`src/rtl/bldc_gate_pkg.sv`:
```
// Package: shared types for the gate sequencer.
// Assumes three bridge legs; bit 0 = phase A, bit 1 = B, bit 2 = C.
package bldc_gate_pkg;

    localparam int unsigned NUM_LEGS = 3;

    typedef logic [NUM_LEGS-1:0] leg_vec_t;

    typedef struct packed {
        leg_vec_t hi;
        leg_vec_t lo;
    } gate_set_t;

    typedef enum logic [1:0] {
        OFF_ALL_OPEN   = 2'd0,
        OFF_COMPLEMENT = 2'd1,
        OFF_LOW_HOLD   = 2'd2,
        OFF_LOW_PAIR   = 2'd3
    } off_style_t;

    // Map decay mode and rectification bits to a recirculation style.
    function automatic off_style_t pick_off_style(input logic slow, input logic sync_rect);
        off_style_t s;
        case ({slow, sync_rect})
            2'b00:   s = OFF_ALL_OPEN;
            2'b01:   s = OFF_COMPLEMENT;
            2'b10:   s = OFF_LOW_HOLD;
            default: s = OFF_LOW_PAIR;
        endcase
        return s;
    endfunction

endpackage

```
`src/rtl/hall_sector_decode.sv`:
```
// Module: hall_sector_decode
// Decodes a 120-degree Hall code and direction into one-hot high and low
// phase selects. Assumes hall = {H1,H2,H3}. Codes 000/111 clear valid.
module hall_sector_decode
    import bldc_gate_pkg::*;
(
    input  logic       clk,
    input  logic       rst_n,
    input  logic [2:0] hall,
    input  logic       dir,
    output logic       valid,
    output leg_vec_t   hi_sel,
    output leg_vec_t   lo_sel
);

    leg_vec_t fwd_hi;
    leg_vec_t fwd_lo;

    // Forward-direction sector table.
    always_comb begin
        valid  = 1'b1;
        fwd_hi = '0;
        fwd_lo = '0;
        case (hall)
            3'b101: begin fwd_hi = 3'b001; fwd_lo = 3'b100; end
            3'b100: begin fwd_hi = 3'b010; fwd_lo = 3'b100; end
            3'b110: begin fwd_hi = 3'b010; fwd_lo = 3'b001; end
            3'b010: begin fwd_hi = 3'b100; fwd_lo = 3'b001; end
            3'b011: begin fwd_hi = 3'b100; fwd_lo = 3'b010; end
            3'b001: begin fwd_hi = 3'b001; fwd_lo = 3'b010; end
            default: valid = 1'b0;
        endcase
    end

    // Reverse direction swaps the source and sink roles.
    always_comb begin
        hi_sel = dir ? fwd_hi : fwd_lo;
        lo_sel = dir ? fwd_lo : fwd_hi;
    end

    AST_SECTOR_ONEHOT: assert property (@(posedge clk) disable iff (!rst_n)
        valid |-> ($countones(hi_sel) == 1 && $countones(lo_sel) == 1 && (hi_sel & lo_sel) == '0));

endmodule

```
`src/rtl/gate_pattern_select.sv`:
```
// Module: gate_pattern_select
// Chooses the requested gate set from the sector, chop phase, decay style
// and the override inputs. Priority: disable, coast, brake, illegal Hall.
// Purely combinational; dead time is applied downstream.
module gate_pattern_select
    import bldc_gate_pkg::*;
(
    input  logic      clk,
    input  logic      rst_n,
    input  logic      valid,
    input  leg_vec_t  hi_sel,
    input  leg_vec_t  lo_sel,
    input  logic      chop_on,
    input  logic      slow_decay,
    input  logic      sync_rect,
    input  logic      brake_n,
    input  logic      disable_drv,
    input  logic      coast,
    output gate_set_t request
);

    off_style_t style;

    // Decay style for the recirculation phase.
    always_comb style = pick_off_style(slow_decay, sync_rect);

    // Priority chain producing the requested gate set.
    always_comb begin
        request = '0;
        if (disable_drv || coast) begin
            request = '0;
        end else if (!brake_n) begin
            request.lo = '1;
        end else if (!valid) begin
            request = '0;
        end else if (chop_on) begin
            request.hi = hi_sel;
            request.lo = lo_sel;
        end else begin
            case (style)
                OFF_ALL_OPEN:   request = '0;
                OFF_COMPLEMENT: begin
                    request.hi = lo_sel;
                    request.lo = hi_sel;
                end
                OFF_LOW_HOLD:   request.lo = lo_sel;
                default:        request.lo = lo_sel | hi_sel;
            endcase
        end
    end

    AST_REQ_NO_LEG_CLASH: assert property (@(posedge clk) disable iff (!rst_n)
        (request.hi & request.lo) == '0);

endmodule

```
`src/rtl/dead_time_leg.sv`:
```
// Module: dead_time_leg
// One bridge leg: turn-offs are immediate, a turn-on waits until the leg
// has had both gates off for DEAD_CYC cycles. Assumes DEAD_CYC >= 1.
module dead_time_leg #(
    parameter int unsigned DEAD_CYC = 20
) (
    input  logic clk,
    input  logic rst_n,
    input  logic req_hi,
    input  logic req_lo,
    output logic gate_hi,
    output logic gate_lo
);

    localparam int unsigned CW = $clog2(DEAD_CYC + 1);
    localparam logic [CW-1:0] CNT_FULL = CW'(DEAD_CYC);
    localparam logic [CW-1:0] CNT_ONE  = CW'(1);

    logic          keep_hi;
    logic          keep_lo;
    logic          turn_off;
    logic          ready;
    logic          start_hi;
    logic          start_lo;
    logic [CW-1:0] off_cnt;

    // Decide which gates stay, which drop and which may start.
    always_comb begin
        keep_hi  = gate_hi & req_hi & ~req_lo;
        keep_lo  = gate_lo & req_lo & ~req_hi;
        turn_off = (gate_hi & ~keep_hi) | (gate_lo & ~keep_lo);
        ready    = (off_cnt == CNT_FULL) & ~turn_off;
        start_hi = req_hi & ~req_lo & ~gate_hi & ~gate_lo & ready;
        start_lo = req_lo & ~req_hi & ~gate_hi & ~gate_lo & ready;
    end

    // Gate registers and the cycles-since-turn-off counter.
    always_ff @(posedge clk) begin
        if (!rst_n) begin
            gate_hi <= 1'b0;
            gate_lo <= 1'b0;
            off_cnt <= CNT_FULL;
        end else begin
            gate_hi <= keep_hi | start_hi;
            gate_lo <= keep_lo | start_lo;
            if (turn_off) begin
                off_cnt <= CNT_ONE;
            end else if (off_cnt != CNT_FULL) begin
                off_cnt <= off_cnt + CNT_ONE;
            end
        end
    end

    // Checker: consecutive cycles with the whole leg off, saturating.
    logic [CW-1:0] gap_cnt;
    logic          leg_on;
    always_comb leg_on = gate_hi | gate_lo;

    // Count observed off cycles for the dead-gap assertion.
    always_ff @(posedge clk) begin
        if (!rst_n) begin
            gap_cnt <= CNT_FULL;
        end else if (leg_on) begin
            gap_cnt <= '0;
        end else if (gap_cnt != CNT_FULL) begin
            gap_cnt <= gap_cnt + CNT_ONE;
        end
    end

    AST_LEG_EXCLUSIVE: assert property (@(posedge clk) disable iff (!rst_n)
        !(gate_hi && gate_lo));

    AST_DEAD_GAP: assert property (@(posedge clk) disable iff (!rst_n)
        (leg_on && !$past(leg_on)) |-> (gap_cnt == CNT_FULL));

    AST_NO_DIRECT_SWAP: assert property (@(posedge clk) disable iff (!rst_n)
        $rose(gate_hi) |-> !$past(gate_lo));

    AST_PROMPT_TURN_OFF: assert property (@(posedge clk) disable iff (!rst_n)
        (gate_hi && !req_hi) |=> !gate_hi);

endmodule

```
`src/rtl/bldc_gate_sequencer.sv`:
```
// Module: bldc_gate_sequencer (top)
// Hall sector decode, override priority and decay-pattern selection,
// followed by one dead-time leg per phase. Inputs are assumed to be
// synchronous to clk.
module bldc_gate_sequencer
    import bldc_gate_pkg::*;
#(
    parameter int unsigned DEAD_CYC = 20
) (
    input  logic       clk,
    input  logic       rst_n,
    input  logic [2:0] hall_i,
    input  logic       dir_i,
    input  logic       chop_on_i,
    input  logic       slow_decay_i,
    input  logic       sync_rect_i,
    input  logic       brake_n_i,
    input  logic       disable_i,
    input  logic       coast_i,
    output logic [2:0] gate_hi_o,
    output logic [2:0] gate_lo_o
);

    logic      sector_valid;
    leg_vec_t  hi_sel;
    leg_vec_t  lo_sel;
    gate_set_t request;

    hall_sector_decode u_decode (
        .clk    (clk),
        .rst_n  (rst_n),
        .hall   (hall_i),
        .dir    (dir_i),
        .valid  (sector_valid),
        .hi_sel (hi_sel),
        .lo_sel (lo_sel)
    );

    gate_pattern_select u_pattern (
        .clk         (clk),
        .rst_n       (rst_n),
        .valid       (sector_valid),
        .hi_sel      (hi_sel),
        .lo_sel      (lo_sel),
        .chop_on     (chop_on_i),
        .slow_decay  (slow_decay_i),
        .sync_rect   (sync_rect_i),
        .brake_n     (brake_n_i),
        .disable_drv (disable_i),
        .coast       (coast_i),
        .request     (request)
    );

    for (genvar g = 0; g < NUM_LEGS; g++) begin : g_leg
        dead_time_leg #(.DEAD_CYC(DEAD_CYC)) u_leg (
            .clk     (clk),
            .rst_n   (rst_n),
            .req_hi  (request.hi[g]),
            .req_lo  (request.lo[g]),
            .gate_hi (gate_hi_o[g]),
            .gate_lo (gate_lo_o[g])
        );
    end

    AST_DISABLE_ALL_OFF: assert property (@(posedge clk) disable iff (!rst_n)
        disable_i |=> (gate_hi_o == 3'b000 && gate_lo_o == 3'b000));

    AST_COAST_ALL_OFF: assert property (@(posedge clk) disable iff (!rst_n)
        coast_i |=> (gate_hi_o == 3'b000 && gate_lo_o == 3'b000));

    AST_BRAKE_HIGH_OFF: assert property (@(posedge clk) disable iff (!rst_n)
        !brake_n_i |=> (gate_hi_o == 3'b000));

    AST_ILLEGAL_HALL_OFF: assert property (@(posedge clk) disable iff (!rst_n)
        ((hall_i == 3'b000 || hall_i == 3'b111) && brake_n_i)
            |=> (gate_hi_o == 3'b000 && gate_lo_o == 3'b000));

endmodule

```
`config.mk`:
```
export PLATFORM = sky130hd
export DESIGN_NAME = bldc_gate_sequencer
export DESIGN_NICKNAME = d
export VERILOG_FILES = /design/src/rtl/bldc_gate_pkg.sv /design/src/rtl/hall_sector_decode.sv /design/src/rtl/gate_pattern_select.sv /design/src/rtl/dead_time_leg.sv /design/src/rtl/bldc_gate_sequencer.sv
export SDC_FILE = /design/constraint.sdc
export NUM_CORES = 1
export LEC_CHECK = 0
export CORE_MARGIN = 5
export CORE_UTILIZATION = 41
export CTS_CLUSTER_DIAMETER = 80
export DETAILED_ROUTE_END_ITERATION = 10
export GPL_TIMING_DRIVEN = 0
export MAX_ROUTING_LAYER = met4
export PLACE_DENSITY_LB_ADDON = 0.3
export SETUP_SLACK_MARGIN = 0.3
export SYNTH_ARGS = -nofsm -noshare
export SYNTH_HDL_FRONTEND = slang
export SYNTH_HIERARCHICAL = 1
export SYNTH_SLANG_ARGS = --single-unit
```
`constraint.sdc`:
```
create_clock -name clk -period 3.3 [get_ports clk]
set_input_delay 0.825 -clock clk [delete_from_list [all_inputs] [get_ports clk]]
set_output_delay 0.825 -clock clk [all_outputs]
set_load 0.01 [all_outputs]
```
==> results.toml <==
[outcome]
status = "finished clean"

[critical_path]
cp_max_fo = 10
cp_data_required_time_ns = 3.49
critPathArrivalTime_ns = 2.97
crit_type = "in -> reg"
startpoint_type = "input pin"
cp-end-kind = "flop"

[clock_network]
clockBufferDepth = 2
numCtsBuffers = 3
ctsHoldBuffers = 0
clockRootBuffer = "clkbuf_4"
cts.clk_slew.worst_paths_ns = 0.11
cts_max_level = 1
clock_latency_ns = 0.29
cts_num_sinks = 21
cts_tree = "yes"

[power]
pwr_density_cell_nw_per_um2 = 476
swShare_pct = 34.6
p_sw_uw = 264
power_frac_clock_pct = 15.7
power_uw = 763
max-vdd-ir-drop_uv = 197
p_comb_share_pct = 42.0
seqPwrFrac_pct = 42.3
internal_power_uw = 499
p_leak_uw = 0.000633

[logic_synthesis]
synth_top_area_cell = "dfxtp_1"
synth_area_um2 = 1330
synth_edf_count = 0
yosysWarnings = 6
netlist.area_leader.share_pct = 31.7
async_reset_ff_share_pct = 0
synth_area_leaders = "dfxtp_1, mux2i_1, ha_1"
yosysUniqueCellTypes = 33
ys_seq_elements = 21
seq_area_frac_synth_pct = 31.7
synth_ff_type = "dfxtp_1"
postSynthAreaPerCell_um2 = 9.48
synth_cells = 140
syn-num-nets = 158

[timing]
tightestPinTransition_ns = 0.632
fmax_ghz = 0.360
rsz0062_at_grt = "false"
period_needed_ns = 2.78
hold_violations = 0
skew_ns = 0.00689
setup_viol = 0
report.final.slew_viol_count = 0
relSlewSlack_pct = 57.7
period_share_pct = 84.2

[floorplan]
die_w_um = 66.9
dieArea_um2 = 4480
num_rows = 20
die_h_um = 66.9
start_util_pct = 43.1
core_um2 = 3080
ios = 18

[grt]
grt_first_pass_wirelength_um = 4880
grt_usage_pct = 13.9
grt_max_degree = 19
antenna_found_initial = 0
grt-ovfl-total = 0
grt_pass1_vias = 1127

[placed_design]
dp_cells = 200
hpwl_um = 2070
gp_congestion = 0.819
portBuffers = 16

[detailed_routing]
vias = 1136
viasPerCell = 5.54
first_pass_iters = 4
postRouteAntennaNets = 0
wl_per_cell_um = 13.2
routed_wl_um = 2710
drtIter0Drc = 31
remaining_drc_errors = 0

[cells_and_area]
final_layout_size_suffix_gt1_share_pct = 9.32
area_growth_pct = 20.9
final_cells = 205
antennaDiodeCount = 0
fin_nets = 180

[hold_path]
hold_class = "reg -> reg"

[flow_run]
maxCapViolations = 0
[final timing paths]
check,cells past startpoint,startpoint,to,slack [ns]
setup reg to reg,5,g_leg[0].u_leg/off_cnt[0]$_SDFFE_PN0P_,g_leg[0].u_leg/off_cnt[0]$_SDFFE_PN0P_,1.93
hold / removal,2,g_leg[1].u_leg/off_cnt[1]$_SDFFE_PP0N_,g_leg[1].u_leg/off_cnt[1]$_SDFFE_PP0N_,0.59
setup / recovery,7,chop_on_i,g_leg[1].u_leg/off_cnt[0]$_SDFFE_PN0P_,0.52
hold reg to reg,2,g_leg[1].u_leg/off_cnt[1]$_SDFFE_PP0N_,g_leg[1].u_leg/off_cnt[1]$_SDFFE_PP0N_,0.59
[area by class of cell]
type	count	area, um2
fill	292	1470
multi-input combinational	108	872
sequential	21	420
timing repair buffer	17	175
tap	44	55.1
inverter	9	33.8
clock buffer	4	26.3
buffer	2	22.5
[through the flow]
stage                     hold WS (ns)  cell area (um2)  setup TNS, ns  setup WS, ns  util [%]
final                            0.588             1610              0         0.521      52.2
after detailed placement         0.574             1540         -0.111       -0.0840      50.1
after global routing             0.617             1610              0         0.507      52.2
after global placement           0.561             1540        -0.0198       -0.0198      50.1
after floorplan                  0.532             1330              0         0.555         -
after CTS                        0.592             1590              0         0.300      51.5
[Yosys cell counts (all sizes together), types with 2 or more instances]
master,count
dfxtp,21
mux2i,10
inv,9
a211oi,6
a21oi,6
ha,6
nand2b,6
nand3,6
nand4b,6
o21bai,6
xnor2,6
nand2,4
a21o,3
a22o,3
a22oi,3
a31oi,3
a32oi,3
and2,3
and4b,3
nor3b,3
o211ai,3
or3b,3
or4bb,3
xor2,3
buf,2
nand3b,2
o21ai,2
or2,2
[worst max-delay path, stage by stage]
cell and delay, ns:
clkdlybuf4s50_1 0.46, buf_6 0.16, or4bb_1 0.52, a21oi_2 0.19
or3b_1 0.41, and2_4 0.19, a22o_1 0.22
[kinds of logic (layout without fill, tap and decap cells)]
logic type,after synthesis,count (layout),share of synthesized area [%]
flops,21,21,31.7
simple gates,45,45,24.7
compound gates,38,38,20.3
buf+inv,11,32,4.24
mux,10,10,7.54
xor+xnor,9,9,5.94
fa+ha+maj,6,6,5.65
[metal layers]
metal	global-route usage, %	part of all wire (%)
met1	17.8	49
met2	23.0	46
met3	1.18	3.7
met4	4.56	1.3
met5	-	0
[registers in the layout (all words and copies together), names as in the netlist]
| signal | flops |
|---|---|
| g_leg.u_leg/off_cnt | 15 |
| g_leg.u_leg/gate_hi | 3 |
| g_leg.u_leg/gate_lo | 3 |
[power groups by stage]
| stage | combinational (uW) | sequential, uW | clock (uW) |
|---|---|---|---|
| CTS | 320 | 323 | 127 |
| finish | 321 | 323 | 120 |
| floorplan | 244 | 323 | 0 |
| detailed placement | 316 | 329 | 0 |
| global route | 368 | 329 | 139 |
| global placement | 300 | 327 | 0 |
[what timing repair did]
action	in CTS	in global routing
setup buffers	1	0
setup endpoints to repair	1	7
resized for setup	3	6
[cell usage in the layout, fill, tap and decap left out, types with 4 or more instances in the layout]
cell type / synthesis / routed
a211oi_1: 6 / 6
a21oi_1: 6 / 4
clkdlybuf4s50_1: 0 / 13
dfxtp_1: 21 / 21
ha_1: 6 / 6
inv_1: 9 / 9
mux2i_1: 10 / 9
nand2_1: 4 / 4
nand2b_1: 6 / 6
nand3_1: 6 / 6
nand4b_1: 6 / 6
o21bai_1: 6 / 6
xnor2_1: 6 / 6
No activity file was read; power rests on OpenSTA's default activity.
